===== config.mk =====
export PLATFORM = sky130hd
export DESIGN_NAME = dualsamp_ctrl
export DESIGN_NICKNAME = d
export VERILOG_FILES = /design/src/rtl/dsc_pkg.sv /design/src/rtl/dsc_sync.sv /design/src/rtl/dsc_seq.sv /design/src/rtl/dsc_bank.sv /design/src/rtl/dualsamp_ctrl.sv
export SDC_FILE = /design/constraint.sdc
export NUM_CORES = 1
export LEC_CHECK = 0
export ABC_AREA = 1
export BUFFER_PORTS_ARGS = -buffer_cell sky130_fd_sc_hd__buf_2
export CELL_PAD_IN_SITES_DETAIL_PLACEMENT = 0
export CELL_PAD_IN_SITES_GLOBAL_PLACEMENT = 2
export CORE_ASPECT_RATIO = 1.1
export CORE_MARGIN = 1.5
export CORE_UTILIZATION = 35
export CTS_BUF_LIST = sky130_fd_sc_hd__clkbuf_8
export DETAILED_ROUTE_END_ITERATION = 6
export PLACE_DENSITY = 0.75
export REMOVE_ABC_BUFFERS = 1
export SKIP_CTS_REPAIR_TIMING = 1
export SLEW_MARGIN = 20
export SYNTH_ARGS = -nofsm -noshare
export SYNTH_HDL_FRONTEND = slang
export SYNTH_SLANG_ARGS = --single-unit

===== constraint.sdc =====
create_clock -name clk -period 1.8 [get_ports clk]
set_input_delay 0.18 -clock clk [delete_from_list [all_inputs] [get_ports clk]]
set_output_delay 0.18 -clock clk [all_outputs]
set_load 0.05 [all_outputs]

===== src/rtl/dsc_pkg.sv =====
// Package: shared types and slot indexing for the converter interface.
// Assumes four result slots addressed as {pair, converter}, converter 0 = A.
package dsc_pkg;

    localparam int unsigned NUM_SLOTS = 4;

    typedef enum logic [1:0] {
        SQ_IDLE = 2'd0,
        SQ_HOLD = 2'd1,
        SQ_CONV = 2'd2
    } seq_state_t;

    // Slot index of a result: pair in the upper bit, converter in the lower.
    function automatic logic [1:0] slot_of(input logic pair, input logic conv_b);
        return {pair, conv_b};
    endfunction

endpackage


===== src/rtl/dsc_sync.sv =====
// Module: multi-bit level synchroniser for asynchronous control pins.
// Each bit is independent; assumes pins are quasi-static relative to STAGES.
module dsc_sync #(
    parameter int unsigned WIDTH   = 4,
    parameter int unsigned STAGES  = 2,
    parameter logic [WIDTH-1:0] RST_VAL = '0
) (
    input  logic             clk,
    input  logic             rst_n,
    input  logic [WIDTH-1:0] din,
    output logic [WIDTH-1:0] dout
);

    logic [WIDTH-1:0] chain [STAGES];

    // Shift the pin levels through the synchroniser chain.
    always_ff @(posedge clk) begin
        if (!rst_n) begin
            for (int i = 0; i < STAGES; i++) chain[i] <= RST_VAL;
        end else begin
            chain[0] <= din;
            for (int i = 1; i < STAGES; i++) chain[i] <= chain[i-1];
        end
    end

    assign dout = chain[STAGES-1];

endmodule


===== src/rtl/dsc_seq.sv =====
// Module: conversion sequencer. Captures both samples on an accepted start,
// waits for the first conversion tick (latching the pair), counts CONV_TICKS
// ticks and issues one write. Assumes tick is a one-cycle pulse, CONV_TICKS >= 2.
module dsc_seq
    import dsc_pkg::*;
#(
    parameter int unsigned DATA_W     = 12,
    parameter int unsigned CONV_TICKS = 14
) (
    input  logic              clk,
    input  logic              rst_n,
    input  logic              start_fall,
    input  logic              tick,
    input  logic              pair_s,
    input  logic [DATA_W-1:0] samp_a,
    input  logic [DATA_W-1:0] samp_b,
    output logic              busy,
    output logic              accept,
    output logic              wr_en,
    output logic              wr_pair,
    output logic [DATA_W-1:0] wr_a,
    output logic [DATA_W-1:0] wr_b
);

    localparam int unsigned CNT_W = $clog2(CONV_TICKS + 1);
    localparam logic [CNT_W-1:0] LAST = CNT_W'(CONV_TICKS - 1);

    seq_state_t        state;
    logic [CNT_W-1:0]  cnt;
    logic              pair_l;
    logic [DATA_W-1:0] hold_a;
    logic [DATA_W-1:0] hold_b;

    // Hold, pair latch and tick counting for one conversion.
    always_ff @(posedge clk) begin
        if (!rst_n) begin
            state  <= SQ_IDLE;
            cnt    <= '0;
            pair_l <= 1'b0;
            hold_a <= '0;
            hold_b <= '0;
        end else begin
            case (state)
                SQ_IDLE: begin
                    if (start_fall) begin
                        hold_a <= samp_a;
                        hold_b <= samp_b;
                        state  <= SQ_HOLD;
                    end
                end
                SQ_HOLD: begin
                    if (tick) begin
                        pair_l <= pair_s;
                        cnt    <= CNT_W'(1);
                        state  <= SQ_CONV;
                    end
                end
                SQ_CONV: begin
                    if (tick) begin
                        if (cnt == LAST) begin
                            cnt   <= '0;
                            state <= SQ_IDLE;
                        end else begin
                            cnt <= cnt + 1'b1;
                        end
                    end
                end
                default: state <= SQ_IDLE;
            endcase
        end
    end

    // Decode status and the single-cycle result write.
    always_comb begin
        busy    = (state != SQ_IDLE);
        accept  = start_fall && (state == SQ_IDLE);
        wr_en   = (state == SQ_CONV) && tick && (cnt == LAST);
        wr_pair = pair_l;
        wr_a    = hold_a;
        wr_b    = hold_b;
    end

endmodule


===== src/rtl/dsc_bank.sv =====
// Module: four-slot result bank with the A/B read pointer and registered
// read port. Assumes rd_fall and accept are one-cycle pulses.
module dsc_bank
    import dsc_pkg::*;
#(
    parameter int unsigned DATA_W = 12
) (
    input  logic                          clk,
    input  logic                          rst_n,
    input  logic                          wr_en,
    input  logic                          wr_pair,
    input  logic [DATA_W-1:0]             wr_a,
    input  logic [DATA_W-1:0]             wr_b,
    input  logic                          accept,
    input  logic                          rd_fall,
    input  logic                          rd_active,
    input  logic                          pair_s,
    output logic [DATA_W-1:0]             dout,
    output logic                          dout_oe,
    output logic                          rd_ptr,
    output logic [NUM_SLOTS*DATA_W-1:0]   bank_flat
);

    logic [DATA_W-1:0] slot [NUM_SLOTS];
    logic              sel_q;
    logic              ptr_base;
    logic              sel_now;

    for (genvar g = 0; g < NUM_SLOTS; g++) begin : g_slot
        localparam logic SLOT_PAIR = 1'(g / 2);
        localparam logic SLOT_B    = 1'(g % 2);
        // Load this slot when its pair completes a conversion.
        always_ff @(posedge clk) begin
            if (!rst_n)                            slot[g] <= '0;
            else if (wr_en && wr_pair == SLOT_PAIR) slot[g] <= SLOT_B ? wr_b : wr_a;
        end
        assign bank_flat[g*DATA_W +: DATA_W] = slot[g];
    end

    // Pointer value after a start clear; read edge selection.
    always_comb begin
        ptr_base = accept ? 1'b0 : rd_ptr;
        sel_now  = rd_fall ? ptr_base : sel_q;
    end

    // Advance the pointer on every read edge, chip-selected or not.
    always_ff @(posedge clk) begin
        if (!rst_n) begin
            rd_ptr <= 1'b0;
            sel_q  <= 1'b0;
        end else begin
            rd_ptr <= rd_fall ? ~ptr_base : ptr_base;
            sel_q  <= sel_now;
        end
    end

    // Register the read port; data is forced to zero when not enabled.
    always_ff @(posedge clk) begin
        if (!rst_n) begin
            dout    <= '0;
            dout_oe <= 1'b0;
        end else begin
            dout_oe <= rd_active;
            dout    <= rd_active ? slot[slot_of(pair_s, sel_now)] : '0;
        end
    end

endmodule


===== src/rtl/dualsamp_ctrl.sv =====
// Module: top of the dual simultaneous-sampling converter interface.
// Synchronises the asynchronous pins, detects start and read edges and joins
// the sequencer with the result bank. Assumes conv_tick and samples are in clk.
module dualsamp_ctrl
    import dsc_pkg::*;
#(
    parameter int unsigned DATA_W      = 12,
    parameter int unsigned SYNC_STAGES = 2,
    parameter int unsigned CONV_TICKS  = 14
) (
    input  logic              clk,
    input  logic              rst_n,
    input  logic              conv_start_n,
    input  logic              pair_sel,
    input  logic              conv_tick,
    input  logic              cs_n,
    input  logic              rd_n,
    input  logic [DATA_W-1:0] samp_a,
    input  logic [DATA_W-1:0] samp_b,
    output logic              busy,
    output logic [DATA_W-1:0] dout,
    output logic              dout_oe
);

    logic [3:0] pins_s;
    logic       pair_s;
    logic       start_s;
    logic       cs_s;
    logic       rd_s;
    logic       start_prev;
    logic       rd_prev;
    logic       start_fall;
    logic       rd_fall;
    logic       accept;
    logic       wr_en;
    logic       wr_pair;
    logic [DATA_W-1:0] wr_a;
    logic [DATA_W-1:0] wr_b;
    logic       rd_ptr;
    logic [NUM_SLOTS*DATA_W-1:0] bank_flat;

    dsc_sync #(
        .WIDTH  (4),
        .STAGES (SYNC_STAGES),
        .RST_VAL(4'b0111)
    ) u_sync (
        .clk  (clk),
        .rst_n(rst_n),
        .din  ({pair_sel, conv_start_n, cs_n, rd_n}),
        .dout (pins_s)
    );

    assign {pair_s, start_s, cs_s, rd_s} = pins_s;

    // Remember the previous synchronised strobe levels for edge detection.
    always_ff @(posedge clk) begin
        if (!rst_n) begin
            start_prev <= 1'b1;
            rd_prev    <= 1'b1;
        end else begin
            start_prev <= start_s;
            rd_prev    <= rd_s;
        end
    end

    assign start_fall = start_prev & ~start_s;
    assign rd_fall    = rd_prev & ~rd_s;

    dsc_seq #(
        .DATA_W    (DATA_W),
        .CONV_TICKS(CONV_TICKS)
    ) u_seq (
        .clk       (clk),
        .rst_n     (rst_n),
        .start_fall(start_fall),
        .tick      (conv_tick),
        .pair_s    (pair_s),
        .samp_a    (samp_a),
        .samp_b    (samp_b),
        .busy      (busy),
        .accept    (accept),
        .wr_en     (wr_en),
        .wr_pair   (wr_pair),
        .wr_a      (wr_a),
        .wr_b      (wr_b)
    );

    dsc_bank #(
        .DATA_W(DATA_W)
    ) u_bank (
        .clk      (clk),
        .rst_n    (rst_n),
        .wr_en    (wr_en),
        .wr_pair  (wr_pair),
        .wr_a     (wr_a),
        .wr_b     (wr_b),
        .accept   (accept),
        .rd_fall  (rd_fall),
        .rd_active(~cs_s & ~rd_s),
        .pair_s   (pair_s),
        .dout     (dout),
        .dout_oe  (dout_oe),
        .rd_ptr   (rd_ptr),
        .bank_flat(bank_flat)
    );

endmodule


* After elaboration in Yosys (flattened, before gate mapping)
Memory sizes are Yosys's and may differ from the RTL's. A register that Yosys moved wholly into a read port is not among the register bits.
Index checks and enable logic that the tools add are counted.
** Storage, ports and cells
- Flip-flop bits (word level) :: 36
- RAM bits :: 56
- Input port bits :: 31
- Output and inout bits :: 14
- Logic and storage cells :: 74
- Memories kept :: 2
** Memory list
- u_bank.slot :: depth 4, bits a word 12, read ports 1, clocked after memory_dff 1, write ports 4, line dsc_bank.sv:24 : logic [DATA_W-1:0] slot [NUM_SLOTS];
- u_sync.chain :: depth 2, bits a word 4, read ports 2, clocked after memory_dff 0, write ports 2, line dsc_sync.sv:14 : logic [WIDTH-1:0] chain [STAGES];
** Cells by class
- Add/subtract/negate cells :: 1
- Eq/ne operators :: 7
- Muxes and demuxes :: 26
- Bitwise gates (word level) :: 14
- Reductions and logical operators :: 14
** Operators by type and width (count)
- two-way mux 12 bit :: 4
- two-way mux 4 bit :: 5
- two-way mux 1 bit :: 11
- two-way mux 2 bit :: 4
- one-hot mux 4 bit (2 select lines) :: 1
- inequality test 2 bit, second input constant :: 3
- OR 1 bit :: 6
- one-hot mux 2 bit (3 select lines) :: 1
- AND reduction 2 bit :: 3
- logical AND 1 bit :: 5
- inverter 1 bit :: 5
- adder 4 x 1 -> 4 bit, second input constant :: 1
- == test 4 bit, second input constant :: 1
- AND reduction 4 bit :: 1
- nonzero test 2 bit :: 2
- bitwise AND 1 bit :: 3
- AND reduction 3 bit :: 1
- == test 2 x 1 -> 1 bit, second input constant :: 1
- == test 2 bit, second input constant :: 1
- logical NOT 2 bit :: 1
- inequality test 2 x 1 -> 1 bit, second input constant :: 1
- logical NOT 1 bit :: 1

* Depth between registers and ports, before layout
- Depth after elaboration :: 8
- Gate-level depth with buffers :: 10
- Mapped depth without buffers :: 9

* Hierarchy
A second synthesis with hierarchy kept.
** Unflattened totals
- Cells, all modules :: 493
- Area total of the unflattened synthesis :: 4290.4 um^2
** Modules (own cells, without submodules)
- dsc_bank :: instances 1, cells each 288, area each 2731.4 um^2, seq. area each 1741.7 um^2
- dsc_seq :: instances 1, cells each 165, area each 1229.9 um^2, seq. area each 620.6 um^2
- dsc_sync :: instances 1, cells each 29, area each 255.2 um^2, seq. area each 160.2 um^2
- dualsamp_ctrl :: instances 1, cells each 11, area each 73.8 um^2, seq. area each 40.0 um^2

* Worst setup path after synthesis
OpenSTA, ideal clock, no wires.
- Kind :: register to register
- From :: reg u_seq.cnt[0]
- To :: mem u_bank.slot[0][0], enable pin
- Setup time :: 381 ps
- Arrival time :: 1408 ps
- Data required time :: 1419 ps
- Setup slack :: 11 ps
- Stages on the path, launching flop included :: 6
- Path buffers :: 0
- Clock period less this slack :: 1789 ps
- Cell sequence :: dfxtp_1 > ha_1 > nand3_1 > nor2_4 > nand2_1 > nand2_1
** RTL lines
- from (decl) :: line dsc_seq.sv:29 : logic [CNT_W-1:0] cnt;
- from (signal assigned) :: line dsc_seq.sv:64 : cnt <= cnt + 1'b1;
- to (decl) :: line dsc_bank.sv:24

==> out/metrics.cfg <==
[outcome]
outcome=finished clean

[power_and_ir_drop]
powerDensity_mw_per_mm2=859
seq_power_share_pct=61.3
p_int_mw=3.19
p_sw_mw=0.993
peakVddDrop_mv=0.291
finalPower_mw=4.18
clock_power_share_pct=30.4
combPwrFrac_pct=8.3
p_sw_share_pct=23.7
cellLeakagePower_nw=1.96

[min_path]
min_from=samp_a[10]
hold_path_end=u_seq.wr_a[10]$_SDFFE_PN0P_
whs_path_depth=3
hold_class=primary input to flop

[sta]
tns_ps=0
setup_viol=0
finClkSkew_ps=11.9
tightestPinTransition_ps=598
timing.fmax_mhz=639
finalHoldViolCount=0
period_minus_slack_ps=1560
rsz0062_at_grt=false
drv_slew=0
slew-limit-headroom_pct=60.1
fin_crit_sh_pct=86.9
setup_slack_ps=236

[worst_setup_path]
cp.required_ps=1870
end_kind=flop
ff2ff_setup_slack_ps=240
critPathKind=flop to flop
cp.arrival_ps=1630
reg2reg_depth=6
r2r-end=u_bank.slot[2][11]$_SDFFCE_PN0P_
rr_startpoint=u_seq.cnt[0]$_SDFFE_PN0P_
path_max_fanout=24
cp-start-kind=flop

[clock_network]
clkTransAtPathRegs_ps=90
cts_max_path_buffers=2
cts_sinks=104
cts_root_buf=clkbuf_8
cts-htree-levels=3
cts_tree=done
cts_buffers=9
clock_latency_ps=370

[grt]
grt.total_usage_pct=14.0
grt_first_pass_wirelength_um=13600
antenna_found_initial=0
grt_pass1_vias=2809
grt_max_degree=50
gr-total-overflow=0

[placed_design]
port_buffers=44
place.gp.congestion=0.681
post-place-ws_ps=246
dp_hpwl_um=5190

[final_layout]
diodes=0
drive_gt1_share_pct=23.5
fillCellCount=1210
final_core_util_pct=40.6
final_nets=522
syn2layout_area_growth_pct=13.4

[die]
io-pin-count=45
dieWidth_um=109
num_rows=42
die_h_um=119
start_util_pct=35.8
die_area_mm2=0.0129
coreArea_mm2=0.0120

[detailed_routing]
wl_per_cell_um=12.4
dr_total_vias=2881
drc=0
drtAntennaViolNets=0
first_iter_violations=83
drt_wl_total_um=8070
vias_per_cell=4.45
drt_pre_antenna_iters=4

[synthesis]
yosysTopAreaCell=edfxtp_1
synth-seq-area-share_pct=59.7
yosysUniqueCellTypes=26
synthDominantCellAreaShare_pct=33.6
syn_area_per_cell_um2=9.71
synth_area_mm2=0.00429
synthTopCellsByArea=edfxtp_1, dfxtp_1, inv_1
ys_seq_elements=104
syn_inst=442
yosysWarningCount=0

[run]
cap_viol_max_count=0

## worst max-delay path, cell delays in order (launching register included)
cell	delay, ps
dfxtp_1	390
ha_1	160
nand3_1	150
nor2_4	200
nand2_1	70
nand2_1	100
buf_12	190
## power by group through the flow
| stage | registers [mW] | logic (mW) | clock network (mW) |
|---|---|---|---|
| 3_3_place_gp | 2.62 | 0.343 | 0 |
| 4_1_cts | 2.57 | 0.348 | 1.31 |
| 3_5_place_dp | 2.62 | 0.347 | 0 |
| 6_report | 2.57 | 0.346 | 1.27 |
| 2_1_floorplan | 2.62 | 0.213 | 0 |
| 5_1_grt | 2.57 | 0.399 | 1.42 |
## sequential cells by signal, indices dropped and copies added, names as in the netlist
name / flops
u_bank.slot: 48
u_bank.dout: 12
u_seq.wr_a: 12
u_seq.wr_b: 12
u_sync.chain: 8
u_seq.cnt: 4
u_seq.state: 2
rd_prev: 1
start_prev: 1
u_bank.dout_oe: 1
u_bank.rd_ptr: 1
u_bank.sel_q: 1
u_seq.wr_pair: 1
## synth_stat cells
| library cell | n |
|---|---|
| inv_2 | 2 |
| dfxtp_1 | 56 |
| buf_6 | 9 |
| or2_4 | 1 |
| nand3b_1 | 12 |
| nor4_1 | 1 |
| nand3_2 | 9 |
| inv_1 | 73 |
| or2_2 | 9 |
| ha_1 | 2 |
| clkbuf_1 | 8 |
| o21ai_0 | 27 |
| nand2_2 | 9 |
| edfxtp_1 | 48 |
| or2_1 | 1 |
| nand2_4 | 2 |
| nor3_1 | 3 |
| buf_2 | 6 |
| nand2_1 | 31 |
| nor2_4 | 2 |
| nor2_1 | 52 |
| and3_1 | 1 |
| nor2_2 | 5 |
| a21oi_2 | 10 |
| a21oi_1 | 33 |
| nand3_1 | 30 |
## cells by family after synthesis
group | count (synthesis) | share of synthesized area [%]
AOI/OAI and AO/OA | 70 | 9.04
buffers and inverters | 98 | 10.3
and+or+nand+nor | 168 | 20.3
adders and majority gates | 2 | 0.583
DFF | 104 | 59.7
## layout by cell type, fill, tap and decap left out, types with 5 or more instances in the layout
| master | netlist | routed |
|---|---|---|
| or2_2 | 9 | 9 |
| nand3_2 | 9 | 9 |
| o21ai_0 | 27 | 27 |
| nor2_1 | 52 | 52 |
| a21oi_1 | 33 | 33 |
| buf_2 | 6 | 44 |
| buf_4 | 0 | 8 |
| a21oi_2 | 10 | 10 |
| nand3_1 | 30 | 30 |
| nand2_2 | 9 | 9 |
| clkbuf_8 | 0 | 10 |
| nand2_1 | 31 | 31 |
| nand3b_1 | 12 | 12 |
| edfxtp_1 | 48 | 48 |
| nor2_2 | 5 | 5 |
| inv_1 | 73 | 75 |
| dfxtp_1 | 56 | 56 |
## how the worst max path moves through the flow
stage / startpoint / end / slack [ps] / cells after the start
after detailed placement: u_seq.cnt[0]$_SDFFE_PN0P_ / u_bank.slot[2][6]$_SDFFCE_PN0P_ / 250 / 6
after global routing: u_seq.cnt[0]$_SDFFE_PN0P_ / u_bank.slot[2][11]$_SDFFCE_PN0P_ / 80 / 6
after floorplan: u_seq.cnt[0]$_SDFFE_PN0P_ / u_bank.slot[0][0]$_SDFFCE_PN0P_ / 10 / 5
final: u_seq.cnt[0]$_SDFFE_PN0P_ / u_bank.slot[2][11]$_SDFFCE_PN0P_ / 240 / 6
after CTS: u_seq.cnt[0]$_SDFFE_PN0P_ / u_bank.slot[2][11]$_SDFFCE_PN0P_ / 220 / 6
after global placement: u_seq.cnt[0]$_SDFFE_PN0P_ / u_bank.slot[2][6]$_SDFFCE_PN0P_ / 270 / 6
## layout make-up
type	count	area, um2	area share, %
clock buffers	10	138	2.83
well taps	154	193	3.96
clock inverters	6	27.5	0.565
repair buffers	59	380	7.81
multi-input cells	240	1290	26.4
flip-flops and latches	104	2560	52.6
inverters	75	282	5.78
## per-stage QoR
| step | hold slack (ps) | instance area (um2) | instances |
|---|---|---|---|
| 3_3_place_gp | 364 | 4660 | 628 |
| 6_report | 88.6 | 4870 | 648 |
| 5_1_grt | 85.9 | 4870 | 648 |
| 4_1_cts | -25.9 | 4830 | 644 |
| 2_1_floorplan | 273 | 4130 | 419 |
| 3_5_place_dp | 367 | 4660 | 628 |
## routing by layer
| layer | share of wire, % | vias to the layer above | track usage [%] |
|---|---|---|---|
| li1 | - | 1507 | - |
| met1 | 46 | 1323 | 17.0 |
| met2 | 49 | 39 | 23.6 |
| met3 | 2.5 | 12 | 2.35 |
| met4 | 2.2 | 0 | 7.48 |
| met5 | 0 | - | 0 |
Power figures use the tool's default switching activity.
